[src/rtl/rate_pacer_pkg.sv]
package rate_pacer_pkg;
  typedef enum logic {LEN_SHORT = 1'b0, LEN_LONG = 1'b1} len_e;
  localparam logic [7:0] OP_RATE_SHORT = 8'h14;
  localparam logic [7:0] OP_RATE_LONG  = 8'h34;
endpackage

[src/rtl/rp_loader.sv]
module rp_loader
  import rate_pacer_pkg::*;
#(
  parameter int BYTE_W = 8,
  localparam int CNT_W = 2 * BYTE_W
) (
  input  logic              clk,
  input  logic              rst,
  input  logic              cmd_we,
  input  logic [7:0]        cmd_data,
  input  logic              cnt_we,
  input  logic [BYTE_W-1:0] cnt_data,
  output logic              load,
  output logic              halt,
  output logic [CNT_W-1:0]  load_val
);
  len_e              len_q;
  logic              ptr_hi_q;
  logic [BYTE_W-1:0] lo_q;
  logic              op_short, op_long, op_ok, byte_ok;
  logic [BYTE_W-1:0] short_m1;
  logic [CNT_W-1:0]  long_m1;

  always_comb begin
    op_short = cmd_we && (cmd_data == OP_RATE_SHORT);
    op_long  = cmd_we && (cmd_data == OP_RATE_LONG);
    op_ok    = op_short || op_long;
    byte_ok  = cnt_we && !cmd_we;
    load     = byte_ok && ((len_q == LEN_SHORT) || ptr_hi_q);
    halt     = op_ok || (byte_ok && (len_q == LEN_LONG) && !ptr_hi_q);
    short_m1 = cnt_data - BYTE_W'(1);
    long_m1  = {cnt_data, lo_q} - CNT_W'(1);
    load_val = (len_q == LEN_SHORT) ? {{BYTE_W{1'b0}}, short_m1} : long_m1;
  end

  always_ff @(posedge clk) begin
    if (rst) begin
      len_q    <= LEN_SHORT;
      ptr_hi_q <= 1'b0;
      lo_q     <= '0;
    end else if (op_ok) begin
      len_q    <= op_long ? LEN_LONG : LEN_SHORT;
      ptr_hi_q <= 1'b0;
    end else if (byte_ok && (len_q == LEN_LONG)) begin
      if (!ptr_hi_q) begin
        lo_q     <= cnt_data;
        ptr_hi_q <= 1'b1;
      end else begin
        ptr_hi_q <= 1'b0;
      end
    end
  end
endmodule

[src/rtl/rp_divider.sv]
module rp_divider #(
  parameter int CNT_W = 16
) (
  input  logic             clk,
  input  logic             rst,
  input  logic             load,
  input  logic             halt,
  input  logic [CNT_W-1:0] load_val,
  output logic             tick,
  output logic             strobe_n,
  output logic             run_o,
  output logic [CNT_W-1:0] reload_o
);
  logic             run_q;
  logic [CNT_W-1:0] cnt_q, reload_q;

  assign tick     = run_q && (cnt_q == '0) && !load && !halt;
  assign run_o    = run_q;
  assign reload_o = reload_q;

  always_ff @(posedge clk) begin
    if (rst) begin
      run_q    <= 1'b0;
      cnt_q    <= '0;
      reload_q <= '0;
      strobe_n <= 1'b1;
    end else begin
      strobe_n <= ~tick;
      if (halt) begin
        run_q <= 1'b0;
      end else if (load) begin
        run_q    <= 1'b1;
        cnt_q    <= load_val;
        reload_q <= load_val;
      end else if (run_q) begin
        cnt_q <= (cnt_q == '0) ? reload_q : cnt_q - CNT_W'(1);
      end
    end
  end
endmodule

[src/rtl/rp_req_gate.sv]
module rp_req_gate (
  input  logic clk,
  input  logic rst,
  input  logic tick,
  input  logic hs_en,
  output logic req_n
);
  always_ff @(posedge clk) begin
    if (rst) req_n <= 1'b1;
    else     req_n <= ~(tick && hs_en);
  end
endmodule

[src/rtl/rate_pacer.sv]
module rate_pacer #(
  parameter int BYTE_W = 8
) (
  input  logic              clk,
  input  logic              rst,
  input  logic              cmd_we,
  input  logic [7:0]        cmd_data,
  input  logic              cnt_we,
  input  logic [BYTE_W-1:0] cnt_data,
  input  logic              hs_en,
  output logic              strobe_n,
  output logic              req_n
);
  localparam int CNT_W = 2 * BYTE_W;

  logic             load_w, halt_w, tick_w, run_w;
  logic [CNT_W-1:0] load_val_w, reload_w;

  rp_loader #(.BYTE_W(BYTE_W)) u_load (
    .clk(clk), .rst(rst), .cmd_we(cmd_we), .cmd_data(cmd_data),
    .cnt_we(cnt_we), .cnt_data(cnt_data),
    .load(load_w), .halt(halt_w), .load_val(load_val_w)
  );

  rp_divider #(.CNT_W(CNT_W)) u_div (
    .clk(clk), .rst(rst), .load(load_w), .halt(halt_w), .load_val(load_val_w),
    .tick(tick_w), .strobe_n(strobe_n), .run_o(run_w), .reload_o(reload_w)
  );

  rp_req_gate u_gate (
    .clk(clk), .rst(rst), .tick(tick_w), .hs_en(hs_en), .req_n(req_n)
  );
endmodule

[config.mk]
export PLATFORM = sky130hd
export DESIGN_NAME = rate_pacer
export DESIGN_NICKNAME = d
export VERILOG_FILES = /design/src/rtl/rate_pacer_pkg.sv /design/src/rtl/rp_loader.sv /design/src/rtl/rp_divider.sv /design/src/rtl/rp_req_gate.sv /design/src/rtl/rate_pacer.sv
export SDC_FILE = /design/constraint.sdc
export NUM_CORES = 1
export LEC_CHECK = 0
export BUFFER_PORTS_ARGS = -buffer_cell sky130_fd_sc_hd__buf_2
export CORE_MARGIN = 1
export CORE_UTILIZATION = 46
export DETAILED_ROUTE_END_ITERATION = 8
export PLACE_DENSITY = 0.63
export SYNTH_ARGS = -nofsm -noshare
export SYNTH_HDL_FRONTEND = slang
export SYNTH_HIERARCHICAL = 1
export SYNTH_SLANG_ARGS = --single-unit
[constraint.sdc]
create_clock -name clk -period 2.66 [get_ports clk]
set_input_delay 0.532 -clock clk [delete_from_list [all_inputs] [get_ports clk]]
set_output_delay 0.532 -clock clk [all_outputs]
set_load 0.02 [all_outputs]
==> metrics.log, run 1 <==
[metrics] initial core utilization: 0.475
[metrics] combinational family with the most area after synthesis: simple AND/OR/NAND/NOR gates
[metrics] DR pass1 iterations: 5
[metrics] number of storage elements in the synthesis netlist: 45
[metrics] clock tree from TritonCTS: yes
[metrics] Rel. slew slack: 0.162
[metrics] first-pass GRT wire length: 11.7 mm
[metrics] Core ar.: 5890 um2
[metrics] simple-gate share of the synthesized area: 0.301
[metrics] Routed Wire Length: 7.06 mm
[metrics] via density per instance: 5.76
[metrics] clock latency on the worst-skew pair: 0.30 ns
[metrics] num rows: 28
[metrics] smallest hold slack: 0.427 ns
[metrics] Arrival @ worst endpoint: 2.60 ns
[metrics] detailed router's first-iteration violation count: 277
[metrics] placed instance count: 455
[metrics] number of max-slew violations in the final report: 0
[metrics] Post-Synthesis Net Count: 389
[metrics] all-layer global routing usage: 0.237
[metrics] complex-gate fraction of the synthesized area: 0.203
[metrics] number of vias after detailed routing: 2,666
[metrics] CTS-repair resized insts: 0
[metrics] proportion of synthesized area in mux cells: 0.0358
[metrics] root buf cell: sky130_fd_sc_hd__clkbuf_8
[metrics] Clock Path Buffers: 2
[metrics] Post-Synthesis Cells: 364
[metrics] Yosys Warn Count: 6
[metrics] largest net degree at the start of global routing: 28
[metrics] GPL Wtd Cong: 0.856
[metrics] f_max: 0.415 GHz
[metrics] cell area after technology mapping: 2790 um2
[metrics] remaining antenna violation count: 0
[metrics] met1 usage in global routing: 0.305
[metrics] count of hold buffers inserted by post-cts repair: 0
[metrics] kind of capture point of the worst setup path: flop
[metrics] maxcap violations: 0
[metrics] M3 GR Usage: 0.0549
[metrics] post-layout net count: 412
[metrics] worst supply voltage drop on vdd: 0.291 mV
[metrics] number of levels the H-tree was split into: 2
[metrics] power density normalized to cell area: 649 nW/um2
[metrics] async set-or-reset flop fraction in the synthesized netlist: 0
[metrics] post-layout instance count excluding filler cells: 463
[metrics] top flip-flop cell by instance count after synthesis: sky130_fd_sc_hd__dfxtp_1
[metrics] met2 track demand over resource: 0.397
[metrics] number of enable flip-flop cells after synthesis: 0
[metrics] DRC viols: 0
[metrics] Die ar.: 6390 um2
[metrics] sum of negative setup slack: 0 ns
[metrics] xor/xnor share of the synthesized area: 0.0721
[metrics] final critical delay including setup and external delays: 2.41 ns
[metrics] Adder-Cell Fraction of Synth Area: 0.0179
[metrics] category of the worst setup path launch point: flop
[metrics] setup violation total in the final timing report: 0
[metrics] post-detailed-placement half-perimeter wirelength: 5.23 mm
[metrics] number of unique standard cell types used by synthesis: 52
[metrics] number of global-route vias before repair: 2,391
[metrics] Inserted Clock Buffers: 5
[metrics] total congestion overflow after global routing: 0
[metrics] worst-path maximum fanout: 9
[metrics] Ant. Diodes: 0
[metrics] class of the tightest hold or removal check: in2reg
[metrics] Filler Cells Inserted: 599
[metrics] count of buffers inserted at the top-level ports: 22
[metrics] Die Y-Extent: 79.9 um
[metrics] Top Ports: 23
[metrics] ratio of cells with drive above 1 in the final layout: 0.165
[metrics] clock-pin slew on the worst setup and hold paths: 0.09 ns
[metrics] transition time at the pin with the least slew margin: 1.25 ns
[metrics] total leakage power: 1.19 nW
[metrics] RSZ-0062 raised after global routing: no
[metrics] required time worst endpoint: 2.85 ns
[metrics] average footprint of a synthesized cell: 7.68 um2
[metrics] clock tree skew after final layout: 0.00548 ns
[metrics] Setup Fix Bufs, Post-CTS: 0
[metrics] number of hold-slack violations in the final timing report: 0
[metrics] Seq/Total Area, Yosys: 0.322
[metrics] number of sinks handled by clock tree synthesis: 45
[metrics] routed wire length per instance: 15.2 um
[metrics] area overhead of the layout relative to synthesis: 12.1%
[metrics] width of the die: 79.9 um
[metrics] Crit Path Category: reg2reg
[metrics] result of the run: finished, final reports clean
[metrics] initial antenna violation count: 0
[metrics] Most Used Layer, Global Route: met2
[metrics] period utilisation layout: 0.905
report_power, final:
| part | total (mW) | switching, mW | internal, mW |
|---|---|---|---|
| registers | 0.771 | 0.0524 | 0.719 |
| clock network | 0.548 | 0.242 | 0.306 |
| logic | 0.714 | 0.410 | 0.304 |
| total | 2.03 | 0.704 | 1.33 |
worst paths after layout:
kind	slack, ns	startpoint	endpoint	depth (start not counted)
worst max-delay path	0.25	u_div/cnt_q[7]$_SDFFE_PP0P_	u_div/cnt_q[9]$_SDFFE_PP0P_	6
worst min-delay path	0.43	hs_en	u_gate/req_n$_SDFF_PP1_	2
worst max register to register	0.25	u_div/cnt_q[7]$_SDFFE_PP0P_	u_div/cnt_q[9]$_SDFFE_PP0P_	6
worst min register to register	0.46	u_div/reload_o[10]$_SDFFE_PP0P_	u_div/reload_o[10]$_SDFFE_PP0P_	2
layer usage:
layer / share of wire / routed length [um] / vias to the layer above
met1: 0.46 / 3230 / 1238
met5: 0 / 0 / -
met2: 0.48 / 3370 / 87
li1: - / - / 1333
met4: 0.0099 / 70 / 0
met3: 0.055 / 386 / 8
metrics by stage:
stage	power (mW)	cell area (um2)	setup WS, ns	util
global route	2.15	3130	0.120	0.532
floorplan	1.35	2790	0.419	-
finish	2.03	3130	0.252	0.532
CTS	2.03	3130	0.129	0.531
global placement	1.47	3010	0.146	0.511
detailed placement	1.48	3010	0.139	0.511
critical path, stage by stage (launching register included):
cell and delay [ns]:
sky130_fd_sc_hd__dfxtp_1 0.37, sky130_fd_sc_hd__or4_1 0.65, sky130_fd_sc_hd__buf_4 0.21, sky130_fd_sc_hd__or4_4 0.63
sky130_fd_sc_hd__nor3_2 0.18, sky130_fd_sc_hd__a21oi_1 0.05, sky130_fd_sc_hd__o221a_1 0.22
cells in the mapped netlist, drive strengths merged (3+ instances only):
cell | instances | area, um2
nand2 | 71 | 267
dfxtp | 45 | 901
a21oi | 36 | 180
nor2 | 30 | 113
clkbuf | 15 | 56.3
xnor2 | 15 | 131
o21ai | 13 | 65.1
a22oi | 12 | 90.1
nor3 | 11 | 87.6
mux2i | 10 | 100
o22ai | 9 | 56.3
inv | 8 | 30.0
nand3 | 8 | 45.0
or4 | 8 | 66.3
xor2 | 8 | 70.1
buf | 6 | 46.3
and2 | 5 | 31.3
or3 | 5 | 31.3
ha | 4 | 50.1
nor4 | 4 | 40.0
or2 | 4 | 25.0
a2111oi | 3 | 26.3
a21boi | 3 | 22.5
nand4 | 3 | 18.8
nor3b | 3 | 22.5
o2bb2ai | 3 | 26.3
layout by cell type, fill, tap and decap left out, drive strengths merged, types with 2 or more instances in the layout:
master	instances
nor4b	2
a21boi	3
mux2i	10
ha	4
o31a	2
nor4	4
inv	8
o21ai	13
dfxtp	45
and2	5
clkbuf	6
a31oi	2
xnor2	15
o2bb2ai	3
or4	8
or3	5
nand3	8
a22oi	12
nand4	3
a21oi	36
nand3b	2
nor3	11
nor2	30
or2	4
nand2b	2
o31ai	2
xor2	8
o22ai	9
a2111oi	3
nor3b	3
nand2	71
buf	37
cell type report:
class	instances	area, um2	area share
Clock inverter	2	37.5	0.0120
Timing Repair Buffer	37	223	0.0711
Clock buffer	6	82.6	0.0264
Sequential cell	45	901	0.288
Inverter	8	30.0	0.00959
Tap cell	75	93.8	0.0300
Multi-Input combinational cell	290	1760	0.563
state kept, by name (all words and copies together), names as in the netlist:
| register | count |
|---|---|
| u_load/ptr_hi_q | 1 |
| u_div/reload_o | 16 |
| u_load/len_q | 1 |
| u_div/cnt_q | 16 |
| u_gate/req_n | 1 |
| u_div/strobe_n | 1 |
| u_load/lo_q | 8 |
| u_div/run_o | 1 |
cells by family (layout without fill, tap and decap cells):
group           Yosys count  count (layout)
compound gates           91              91
xor+xnor                 23              23
fa+ha+maj                 4               4
buf+inv                  29              53
flops                    45              45
mux                      10              10
simple gates            162             162
No activity file was read; power rests on OpenSTA's default activity.
==> inputs of run 2 (changes only) <==
--- a/config.mk
+++ b/config.mk
@@ -7,9 +7,9 @@
 export LEC_CHECK = 0
 export BUFFER_PORTS_ARGS = -buffer_cell sky130_fd_sc_hd__buf_2
 export CORE_MARGIN = 1
-export CORE_UTILIZATION = 46
+export CORE_UTILIZATION = 60
 export DETAILED_ROUTE_END_ITERATION = 8
-export PLACE_DENSITY = 0.63
+export PLACE_DENSITY = 0.79
 export SYNTH_ARGS = -nofsm -noshare
 export SYNTH_HDL_FRONTEND = slang
 export SYNTH_HIERARCHICAL = 1
==> run 2 against run 1 <==
Hold slack improved by 0.0046 ns. Clock-buffer cell count unchanged. Die area decreased by 23%. Via count increased by 3.2%. Combinational power increased by 2%. Critical endpoint is now u_div/strobe_n$_SDFF_PP1_. Highest routed layer unchanged.
==> metrics.log, run 2 (synthesized netlist as in run 1, its figures left out) <==
[metrics] Filler Cells Inserted: 379 (was 599)
[metrics] worst supply voltage drop on vdd: 0.349 mV (was 0.291 mV)
[metrics] number of hold-slack violations in the final timing report: 0 (unchanged)
[metrics] detailed router's first-iteration violation count: 252 (was 277)
[metrics] number of global-route vias before repair: 2,648 (was 2,391)
[metrics] count of buffers inserted at the top-level ports: 22 (unchanged)
[metrics] remaining antenna violation count: 0 (unchanged)
[metrics] commonest non-fill, non-tap cell in the layout: sky130_fd_sc_hd__nand2_1 (unchanged)
[metrics] number of sinks handled by clock tree synthesis: 45 (unchanged)
[metrics] width of the die: 70.2 um (was 79.9 um)
[metrics] sum of negative setup slack: 0 ns (unchanged)
[metrics] Core ar.: 4410 um2 (was 5890 um2)
[metrics] CTS-repair resized insts: 0 (unchanged)
[metrics] kind of cell with the highest combined delay on the critical path: simple AND/OR/NAND/NOR gates (unchanged)
[metrics] ratio of cells with drive above 1 in the final layout: 0.158 (was 0.165)
[metrics] clock tree skew after final layout: 0.00962 ns (was 0.00548 ns)
[metrics] total area of multi-input combinational cells: 1760 um2 (about the same)
[metrics] largest net degree at the start of global routing: 46 (was 28)
[metrics] placed instance count: 431 (was 455)
[metrics] Ant. Diodes: 0 (unchanged)
[metrics] M3 GR Usage: 0.0491 (was 0.0549)
[metrics] first-pass GRT wire length: 12.1 mm (was 11.7 mm)
[metrics] post-detailed-placement half-perimeter wirelength: 5.15 mm (was 5.23 mm)
[metrics] Inserted Clock Buffers: 5 (unchanged)
[metrics] post-layout net count: 411 (was 412)
[metrics] transition time at the pin with the least slew margin: 0.840 ns (was 1.25 ns)
[metrics] DR pass1 iterations: 5 (unchanged)
[metrics] routed wire length per instance: 16.0 um (was 15.2 um)
[metrics] kind of capture point of the worst setup path: flop (unchanged)
[metrics] maxcap violations: 0 (unchanged)
[metrics] result of the run: finished, final reports clean (unchanged)
[metrics] hold path startpoint: hs_en (unchanged)
[metrics] initial core utilization: 0.633 (was 0.475)
[metrics] root buf cell: sky130_fd_sc_hd__clkbuf_8 (unchanged)
[metrics] Clock Path Buffers: 2 (unchanged)
[metrics] clock tree from TritonCTS: yes (unchanged)
[metrics] Setup crit start: u_div/cnt_q[4]$_SDFFE_PP0P_ (was u_div/cnt_q[7]$_SDFFE_PP0P_)
[metrics] post-layout instance count excluding filler cells: 439 (was 463)
[metrics] count of hold buffers inserted by post-cts repair: 0 (unchanged)
[metrics] Rel. slew slack: 0.440 (was 0.162)
[metrics] CP cell instances: or4_2 -> or4_1 -> buf_4 -> or3_1 (was or4_1 -> buf_4 -> or4_4 -> nor3_2 -> a21oi_1 -> o221a_1)
[metrics] GPL Wtd Cong: 0.917 (was 0.856)
[metrics] via density per instance: 6.27 (was 5.76)
[metrics] launch point of the worst reg-to-reg path: u_div/cnt_q[4]$_SDFFE_PP0P_ (was u_div/cnt_q[7]$_SDFFE_PP0P_)
[metrics] category of the worst setup path launch point: flop (unchanged)
[metrics] highest cell delay on the worst timing path: 0.75 ns (was 0.65 ns)
[metrics] all-layer global routing usage: 0.304 (was 0.237)
[metrics] DRC viols: 0 (unchanged)
[metrics] register area: 901 um2 (unchanged)
[metrics] worst-path maximum fanout: 12 (was 9)
[metrics] Die ar.: 4930 um2 (was 6390 um2)
[metrics] class of the tightest hold or removal check: in2reg (unchanged)
[metrics] area overhead of the layout relative to synthesis: 9.31% (was 12.1%)
[metrics] initial antenna violation count: 0 (unchanged)
[metrics] power density normalized to cell area: 625 nW/um2 (was 649 nW/um2)
[metrics] f_max: 0.422 GHz (was 0.415 GHz)
[metrics] number of levels the H-tree was split into: 2 (unchanged)
[metrics] total leakage power: 1.17 nW (was 1.19 nW)
[metrics] Crit Path Category: reg2reg (unchanged)
[metrics] smallest hold slack: 0.431 ns (was 0.427 ns)
[metrics] most used cells in the layout excluding fill and tap cells: sky130_fd_sc_hd__nand2_1, sky130_fd_sc_hd__dfxtp_1, sky130_fd_sc_hd__a21oi_1 (unchanged)
[metrics] final critical delay including setup and external delays: 2.37 ns (was 2.41 ns)
[metrics] setup violation total in the final timing report: 0 (unchanged)
[metrics] number of vias after detailed routing: 2,751 (was 2,666)
[metrics] Routed Wire Length: 7.04 mm (was 7.06 mm)
[metrics] Most Used Layer, Global Route: met2 (unchanged)
[metrics] met1 usage in global routing: 0.369 (was 0.305)
[metrics] Die Y-Extent: 70.2 um (was 79.9 um)
[metrics] clock-pin slew on the worst setup and hold paths: 0.09 ns (about the same)
[metrics] number of buffer and inverter stages on the critical path: 1 (unchanged)
[metrics] clock latency on the worst-skew pair: 0.29 ns (was 0.30 ns)
[metrics] Top Ports: 23 (unchanged)
[metrics] required time worst endpoint: 2.85 ns (about the same)
[metrics] met2 track demand over resource: 0.532 (was 0.397)
[metrics] total congestion overflow after global routing: 0 (unchanged)
[metrics] RSZ-0062 raised after global routing: no (unchanged)
[metrics] Arrival @ worst endpoint: 2.55 ns (was 2.60 ns)
[metrics] Setup Fix Bufs, Post-CTS: 0 (unchanged)
[metrics] cell at the slowest stage of the critical path: sky130_fd_sc_hd__or4_2 (was sky130_fd_sc_hd__or4_1)
[metrics] Design Power: 1.91 mW (was 2.03 mW)
[metrics] period utilisation layout: 0.890 (was 0.905)
[metrics] number of max-slew violations in the final report: 0 (unchanged)
[metrics] num rows: 24 (was 28)
run 2: final timing paths:
path                            slack [ns]                         endpoint  depth (start not counted)
worst min register to register        0.46  u_div/reload_o[15]$_SDFFE_PP0P_                          2
worst min-delay path                  0.43          u_gate/req_n$_SDFF_PP1_                          2
worst max-delay path                  0.29        u_div/strobe_n$_SDFF_PP1_                          4
worst max register to register        0.29        u_div/strobe_n$_SDFF_PP1_                          4
run 2: area by class of cell:
| cell class | instances | area share |
|---|---|---|
| clock inverter | 2 | 0.00328 |
| clock buffer | 6 | 0.0238 |
| tap | 52 | 0.0213 |
| multi-input combinational | 290 | 0.576 |
| timing repair buffer | 36 | 0.0705 |
| inverter | 8 | 0.00983 |
| sequential | 45 | 0.295 |
run 2: routing by layer:
layer  part of all wire  up-vias  wire [um]
met3              0.055       22        389
met5                  0        -          0
met2               0.49      110       3450
met1               0.43     1285       3040
li1                   -     1334          -
met4              0.023        0        163
run 2: report_power, final:
part           total (mW)  internal, mW  switching (mW)
Sequential          0.774         0.719          0.0555
Clock               0.408         0.182           0.225
Combinational       0.726         0.312           0.414
run 2: metrics by stage:
stage                      util  worst slack [ns]  area (um2)
after floorplan               -             0.419        2790
after global placement    0.673             0.361        2970
after detailed placement  0.673             0.324        2970
after CTS                 0.692             0.313        3050
after global routing      0.692             0.191        3050
final                     0.692             0.292        3050
